--- src/rtl/bitport_pkg.sv ---
package bitport_pkg;

    typedef enum logic [1:0] {
        SRC_KBD  = 2'b00,
        SRC_PAGE = 2'b01,
        SRC_PORT = 2'b10,
        SRC_ONES = 2'b11
    } rd_src_e;

endpackage

--- src/rtl/bitport_reg.sv ---
module bitport_reg #(
    parameter int unsigned W = 8
) (
    input  logic         clk,
    input  logic         rst_n,
    input  logic         par_we,
    input  logic         bit_we,
    input  logic [W-1:0] wdata,
    output logic [W-1:0] port_q
);
    localparam int unsigned IW = $clog2(W);

    typedef struct packed {
        logic [W-1:0] port;
    } state_t;

    state_t        st_d, st_q;
    logic [IW-1:0] bit_idx;

    assign bit_idx = wdata[IW:1];

    always_comb begin
        st_d = st_q;
        if (par_we) begin
            st_d.port = wdata;
        end else if (bit_we) begin
            for (int i = 0; i < W; i++) begin
                if (bit_idx == IW'(i)) begin
                    st_d.port[i] = wdata[0];
                end
            end
        end
    end

    always_ff @(posedge clk or negedge rst_n) begin
        if (!rst_n) begin
            st_q <= '0;
        end else begin
            st_q <= st_d;
        end
    end

    assign port_q = st_q.port;

    AST_PAR_LOAD: assert property (@(posedge clk) disable iff (!rst_n)
        par_we |=> port_q == $past(wdata));

    AST_PAR_WINS: assert property (@(posedge clk) disable iff (!rst_n)
        (par_we && bit_we) |=> port_q == $past(wdata));

    AST_BIT_VALUE: assert property (@(posedge clk) disable iff (!rst_n)
        (bit_we && !par_we) |=> port_q[$past(bit_idx)] == $past(wdata[0]));

    AST_BIT_OTHERS: assert property (@(posedge clk) disable iff (!rst_n)
        (bit_we && !par_we) |=>
            ((port_q ^ $past(port_q)) & ~(W'(1) << $past(bit_idx))) == '0);

    AST_HOLD: assert property (@(posedge clk) disable iff (!rst_n)
        (!par_we && !bit_we) |=> $stable(port_q));

endmodule

--- src/rtl/bitport_rdsel.sv ---
module bitport_rdsel
    import bitport_pkg::*;
#(
    parameter int unsigned W = 8
) (
    input  logic [1:0]   sel_i,
    input  logic         rd_stb_i,
    input  logic [W-1:0] kbd_i,
    input  logic [W-1:0] page_i,
    input  logic [W-1:0] port_i,
    output logic [W-1:0] rd_data_o,
    output logic         oe_o
);
    logic [W-1:0] mux_d;

    always_comb begin
        unique case (rd_src_e'(sel_i))
            SRC_KBD:  mux_d = kbd_i;
            SRC_PAGE: mux_d = page_i;
            SRC_PORT: mux_d = port_i;
            default:  mux_d = '1;
        endcase
    end

    assign rd_data_o = rd_stb_i ? mux_d : '0;
    assign oe_o      = rd_stb_i;

endmodule

--- src/rtl/bitport_rdmux.sv ---
module bitport_rdmux
    import bitport_pkg::*;
#(
    parameter int unsigned DATA_W = 8,
    parameter int unsigned ROW_W  = 4
) (
    input  logic              clk,
    input  logic              rst_n,
    input  logic [DATA_W-1:0] din_i,
    input  logic [1:0]        addr_i,
    input  logic              wr_par_i,
    input  logic              wr_bit_i,
    input  logic              rd_stb_i,
    input  logic [DATA_W-1:0] kbd_col_i,
    input  logic [DATA_W-1:0] page_cfg_i,
    output logic [DATA_W-1:0] port_o,
    output logic [ROW_W-1:0]  row_sel_o,
    output logic              tape_motor_o,
    output logic              tape_wr_o,
    output logic              caps_led_o,
    output logic              click_o,
    output logic [DATA_W-1:0] rd_data_o,
    output logic              rd_oe_o
);
    localparam int unsigned MOTOR_B = ROW_W;
    localparam int unsigned TWR_B   = ROW_W + 1;
    localparam int unsigned CAPS_B  = ROW_W + 2;
    localparam int unsigned CLICK_B = ROW_W + 3;

    logic [DATA_W-1:0] port_q;

    bitport_reg #(.W(DATA_W)) u_reg (
        .clk    (clk),
        .rst_n  (rst_n),
        .par_we (wr_par_i),
        .bit_we (wr_bit_i),
        .wdata  (din_i),
        .port_q (port_q)
    );

    bitport_rdsel #(.W(DATA_W)) u_rdsel (
        .sel_i     (addr_i),
        .rd_stb_i  (rd_stb_i),
        .kbd_i     (kbd_col_i),
        .page_i    (page_cfg_i),
        .port_i    (port_q),
        .rd_data_o (rd_data_o),
        .oe_o      (rd_oe_o)
    );

    assign port_o       = port_q;
    assign row_sel_o    = port_q[ROW_W-1:0];
    assign tape_motor_o = port_q[MOTOR_B];
    assign tape_wr_o    = port_q[TWR_B];
    assign caps_led_o   = port_q[CAPS_B];
    assign click_o      = port_q[CLICK_B];

    AST_RD_KBD: assert property (@(posedge clk) disable iff (!rst_n)
        (rd_stb_i && addr_i == SRC_KBD) |-> rd_data_o == kbd_col_i);

    AST_RD_PAGE: assert property (@(posedge clk) disable iff (!rst_n)
        (rd_stb_i && addr_i == SRC_PAGE) |-> rd_data_o == page_cfg_i);

    AST_RD_PORT: assert property (@(posedge clk) disable iff (!rst_n)
        (rd_stb_i && addr_i == SRC_PORT) |-> rd_data_o == port_o);

    AST_RD_ONES: assert property (@(posedge clk) disable iff (!rst_n)
        (rd_stb_i && addr_i == SRC_ONES) |-> rd_data_o == '1);

    AST_OE_IDLE: assert property (@(posedge clk) disable iff (!rst_n)
        !rd_stb_i |-> (!rd_oe_o && rd_data_o == '0));

endmodule

--- config.mk ---
export PLATFORM = sky130hd
export DESIGN_NAME = bitport_rdmux
export DESIGN_NICKNAME = d
export VERILOG_FILES = /design/src/rtl/bitport_pkg.sv /design/src/rtl/bitport_reg.sv /design/src/rtl/bitport_rdsel.sv /design/src/rtl/bitport_rdmux.sv
export SDC_FILE = /design/constraint.sdc
export NUM_CORES = 1
export LEC_CHECK = 0
export BUFFER_PORTS_ARGS = -buffer_cell sky130_fd_sc_hd__buf_2
export CAP_MARGIN = 5
export CORE_MARGIN = 1.5
export CORE_UTILIZATION = 39
export DETAILED_ROUTE_END_ITERATION = 10
export PLACE_DENSITY = 0.85
export SLEW_MARGIN = 10
export SYNTH_ARGS = -nofsm -noshare
export SYNTH_HDL_FRONTEND = slang
export SYNTH_SLANG_ARGS = --single-unit
--- constraint.sdc ---
create_clock -name clk -period 1.2 [get_ports clk]
set_input_delay 0.12 -clock clk [delete_from_list [all_inputs] [get_ports clk]]
set_output_delay 0.12 -clock clk [all_outputs]
set_load 0.05 [all_outputs]
==> results of run 1 <==
per-stage QoR:
stage          hold slack, ns  setup WS [ns]  TNS (ns)
2_1_floorplan          -0.176        0.00821         0
3_3_place_gp          -0.0330        -0.0250   -0.0988
3_5_place_dp          -0.0298        -0.0506    -0.271
4_1_cts                0.0653       -0.00851   -0.0225
5_1_grt                0.0742        -0.0403    -0.301
6_report               0.0618        -0.0240    -0.103
layout by cell type, fill, tap and decap left out, types with 2 or more instances in the layout:
cell type and count:
buf_2 46, dfrtp_2 8, and4bb_2 2, o221a_4 7, nand4b_1 2, buf_8 7, nand2_1 2, clkbuf_4 3
mux2_2 12, nor2_1 2, mux2i_1 2, a21oi_1 2, o21ai_0 4, buf_4 11
routing by layer:
layer / part of all wire, % / track usage (%) / up-vias
met1: 41 / 28.0 / 393
met4: 0.99 / 13.1 / 0
met3: 8.1 / 4.71 / 2
li1: - / - / 375
met2: 50 / 41.7 / 55
met5: 0 / 0 / -
critical path: stages, from the launching register on:
cell	delay [ns]
dfrtp_2	0.42
o221a_4	0.27
buf_8	0.15
layout make-up:
type | count | area, um2 | area share (%)
well taps | 25 | 31.3 | 2.60
flip-flops and latches | 8 | 210 | 17.5
repair buffers | 66 | 439 | 36.5
inverters | 1 | 3.75 | 0.312
multi-input cells | 47 | 495 | 41.2
clock buffers | 3 | 22.5 | 1.87
synth_stat cells, drive strengths merged:
master | n | area share (%)
nand2 | 2 | 1.0
mux2 | 14 | 21
nor3b | 1 | 1.7
o32a | 1 | 1.4
a21oi | 2 | 1.4
dfrtp | 8 | 27
o21ai | 4 | 2.7
a31oi | 1 | 0.85
nor4bb | 1 | 1.4
inv | 1 | 0.51
nor2 | 2 | 1.0
o21ba | 1 | 1.4
nand3 | 1 | 0.68
nand4b | 2 | 2.4
clkbuf | 2 | 1.0
o221a | 8 | 12
nand2b | 2 | 1.7
mux2i | 2 | 2.7
nand4 | 1 | 0.85
buf | 14 | 13
and4bb | 2 | 3.4
power breakdown:
part	switching (mW)	internal (mW)	total (mW)
Combinational	0.464	0.273	0.737
Clock	0.109	0.116	0.225
Sequential	0.0231	0.303	0.326
Total	0.596	0.692	1.29
worst paths after layout:
kind                                                    end                        start  depth (start not counted)
worst max-delay path                           rd_data_o[3]  u_reg.port_q[3]$_DFFE_PN0P_                          2
worst min-delay path            u_reg.port_q[4]$_DFFE_PN0P_                     din_i[4]                          3
worst max register to register  u_reg.port_q[5]$_DFFE_PN0P_  u_reg.port_q[5]$_DFFE_PN0P_                          3
worst min register to register  u_reg.port_q[0]$_DFFE_PN0P_  u_reg.port_q[0]$_DFFE_PN0P_                          2
max in group asynchronous       u_reg.port_q[0]$_DFFE_PN0P_                        rst_n                          2
min in group asynchronous       u_reg.port_q[4]$_DFFE_PN0P_                        rst_n                          2
cell families after synthesis:
group / Yosys count
multiplexers: 16
AO/OA/AOI/OAI: 17
flip-flops: 8
buffers and inverters: 17
AND/OR/NAND/NOR: 14
timing repair:
action                                  in CTS  in global routing
pin swaps                                    7                  0
endpoints found under the hold margin        8                  0
hold buffers                                 1                  0
gates resized for setup                     32                  1
endpoints found under the setup margin       8                 10
gates cloned                                 0                  0
setup buffers                                7                  1
==> impl_metrics.yaml, run 1 <==
logic_synthesis:
  muxShareOfSynthArea_pct: 24.1
  synthCells: 72
  synth_seq_area_share_pct: 27.2
  synth_xor_area_share_pct: 0
  netlist_area_um2: 736
  synth_cell_types: 24
  synth_compound_area_share_pct: 19.9
  syn_area_per_cell_um2: 10.2
  postSynthNetCount: 103
  synth_fa_ha_area_share_pct: 0
  synth-simple-area-share_pct: 14.1
  synth_seq_cells: 8
  synth_top_family_by_area: "multiplexers"
  yosysWarnings: 0
floorplanning:
  ios: 56
  dieArea_um2: 2160
  start_util_pct: 42.2
  coreArea_um2: 1750
  rows: 15
  die_y_um: 46.4
  dieWidth_um: 46.4
place:
  dp.cells: 138
  portBuffers: 55
  hpwlAfterDp_um: 1470
  place_congestion: 0.650
  postPlaceCellArea_um2: 963
sta:
  slew_headroom_pct: 81.9
  rsz0062_at_grt: "true"
  drv_slew: 0
  fin_worst_skew_ns: 0
  setup_viol: 9
  fmax_mhz: 817
  hold_viol: 0
  post-route-period-util_pct: 102
  worst_slack_ns: -0.0240
  post-route-min-period_ns: 1.22
  tightest_slew_ns: 0.272
pwr:
  max-vdd-ir-drop_uv: 637
  total_power_mw: 1.29
  leakagePower_nw: 0.566
  power_density_nw_per_um2: 1070
final_layout:
  layout-drive-gt1-share_pct: 81.6
  fin_area_um2: 1200
  largest_reg_flops: 8
  area_growth_pct: 63.4
  stdcell_count: 150
  n_antenna_cell: 0
  nFillCells: 116
  final_util_pct: 68.9
  nets: 158
routing:
  vias: 825
  totalWireLength_um: 2620
  antenna_left: 0
  drt_iter0_drc: 19
  via_per_inst: 5.50
  drcViolationCount: 0
  wl_per_cell_um: 17.5
  first_pass_iters: 4
global_route:
  grt_pass1_vias: 730
  grt_max_degree: 14
  grt_util_all_layers_pct: 24.3
  antenna_found_initial: 0
  grt.overflow.total: 0
  grt_pass1_wl_um: 3560
critical_path:
  crit_path_end_kind: "output port"
  worstSetupPathType: "reg -> out"
  cp.required_ns: 1.08
  reg2reg_setup_slack_ns: -0.01
  cp_data_arrival_time_ns: 1.10
  crit_path_max_fanout: 2
  cp-start-kind: "flop"
clock_network:
  cts-root-buf: "clkbuf_4"
  cts_num_sinks: 8
  clk_latency_ns: 0.27
  clockBufferDepth: 2
  cts_max_level: 1
  cts_made_buffers: 3
  cts_tree: "done"
  path_clk_slew_ns: 0.06
status:
  violations: "setup timing"
  status: "finished with violations"
min_path:
  min_path_type: "in -> reg"
flow_run:
  cap_violations: 0
Power figures use the tool's default switching activity.
==> run 2, diff against run 1 <==
--- a/config.mk
+++ b/config.mk
@@ -8,9 +8,10 @@
 export BUFFER_PORTS_ARGS = -buffer_cell sky130_fd_sc_hd__buf_2
 export CAP_MARGIN = 5
 export CORE_MARGIN = 1.5
-export CORE_UTILIZATION = 39
+export CORE_UTILIZATION = 41
+export CTS_BUF_LIST = sky130_fd_sc_hd__clkbuf_2
 export DETAILED_ROUTE_END_ITERATION = 10
-export PLACE_DENSITY = 0.85
+export PLACE_DENSITY = 0.88
 export SLEW_MARGIN = 10
 export SYNTH_ARGS = -nofsm -noshare
 export SYNTH_HDL_FRONTEND = slang
==> impl_metrics.yaml, run 2 (same netlist as run 1, synthesis figures left out) <==
final_layout:
  area_growth_pct: 64.1
  fin_area_um2: 1210
  nets: 159
  n_antenna_cell: 0
  layout_commonest_cell: "buf_2"
  largest_reg_flops: 8
  layout-drive-gt1-share_pct: 81.0
  layout_common_cells: "buf_2, mux2_2, buf_4, dfrtp_2"
floorplanning:
  dieWidth_um: 45.4
  ios: 56
  coreArea_um2: 1710
  die_y_um: 45.4
  rows: 15
  start_util_pct: 43.1
  dieArea_um2: 2060
sta:
  tightest_slew_ns: 0.253
  setup_viol: 1
  rsz0062_at_grt: "true"
  hold_viol: 0
  post-route-min-period_ns: 1.21
  slew_headroom_pct: 83.1
  fin_worst_skew_ns: 0
  fin_hold_ws_ns: 0.0948
  post-route-period-util_pct: 101
  fmax_mhz: 825
  drv_slew: 0
  worst_slack_ns: -0.0117
routing:
  antenna_left: 0
  wl_per_cell_um: 14.4
  via_per_inst: 5.21
  vias: 787
  first_pass_iters: 5
  drcViolationCount: 0
  drt_iter0_drc: 7
  totalWireLength_um: 2180
global_route:
  antenna_found_initial: 0
  grt_pass1_wl_um: 3390
  grt_pass1_vias: 747
  grt_util_all_layers_pct: 23.1
  grt.overflow.total: 0
  grt_max_degree: 14
flow_run:
  cap_violations: 0
pwr:
  power_density_nw_per_um2: 1010
  leakagePower_nw: 0.574
  total_power_mw: 1.21
  max-vdd-ir-drop_uv: 769
min_path:
  min_path_type: "in -> reg"
clock_network:
  path_clk_slew_ns: 0.08
  clockBufferDepth: 2
  cts-root-buf: "clkbuf_2"
  clk_latency_ns: 0.23
  cts_num_sinks: 8
  cts_tree: "done"
  cts_made_buffers: 3
  cts_max_level: 1
status:
  status: "finished with violations"
  violations: "setup timing"
critical_path:
  worstSetupPathType: "reg -> out"
  crit_path_max_fanout: 4
  crit_path_end_kind: "output port"
  cp.required_ns: 1.08
  cp_data_arrival_time_ns: 1.09
  cp-start-kind: "flop"
place:
  place_congestion: 0.702
  hpwlAfterDp_um: 1490
  postPlaceCellArea_um2: 978
  place_ws_ns: -0.0598
  portBuffers: 55
-- run 2: cell types whose count changed in the layout (fill, tap and decap cells not counted), sizes merged --
cell,delta
buf,+1
-- run 2: worst paths after layout --
kind	endpoint	startpoint	slack (ns)	depth (start not counted)
worst max register to register	u_reg.port_q[7]$_DFFE_PN0P_	u_reg.port_q[7]$_DFFE_PN0P_	0.03	3
worst min-delay path	u_reg.port_q[4]$_DFFE_PN0P_	din_i[4]	0.09	3
max in group asynchronous	u_reg.port_q[3]$_DFFE_PN0P_	rst_n	0.77	2
min in group asynchronous	u_reg.port_q[6]$_DFFE_PN0P_	rst_n	0.25	2
worst max-delay path	rd_data_o[5]	u_reg.port_q[5]$_DFFE_PN0P_	-0.01	2
worst min register to register	u_reg.port_q[0]$_DFFE_PN0P_	u_reg.port_q[0]$_DFFE_PN0P_	0.64	2
-- run 2: metal layers --
metal | vias to the layer above | global-route usage [%] | share of wire, %
met1 | 367 | 25.7 | 40
li1 | 376 | - | -
met5 | - | 0 | 0
met3 | 2 | 7.20 | 6.4
met2 | 42 | 45.1 | 52
met4 | 0 | 0 | 0.96
-- run 2: layout make-up --
class / instances / area (um2)
repair buffers: 67 / 450
flip-flops and latches: 8 / 210
inverters: 1 / 3.75
multi-input cells: 47 / 497
fillers: 141 / 500
clock buffers: 3 / 15.0
well taps: 25 / 31.3
-- run 2: worst max-delay path, cell delays in order, from the launching register on --
cell and delay, ns:
dfrtp_2 0.44, o221a_4 0.27, buf_8 0.15
-- run 2: repair_timing --
action                     CTS  global route
buffers inserted             6             1
setup endpoints to repair    8             9
hold buffers                 1             0
hold endpoints to repair     8             0
gates resized for setup     26             8
pin swaps                    4             3
-- run 2: where the power goes --
| part | switching, mW | internal, mW | total, mW |
|---|---|---|---|
| Combinational | 0.450 | 0.276 | 0.726 |
| Clock | 0.0911 | 0.0682 | 0.159 |
| Sequential | 0.0255 | 0.303 | 0.328 |
| Total | 0.566 | 0.647 | 1.21 |
-- run 2: through the flow --
stage | cells | utilization [%] | TNS (ns)
finish | 151 | 70.7 | -0.0117
global route | 151 | 70.7 | -0.164
CTS | 150 | 67.9 | -0.0472
detailed placement | 140 | 57.3 | -0.352
global placement | 140 | 57.3 | -0.203
floorplan | 72 | - | 0
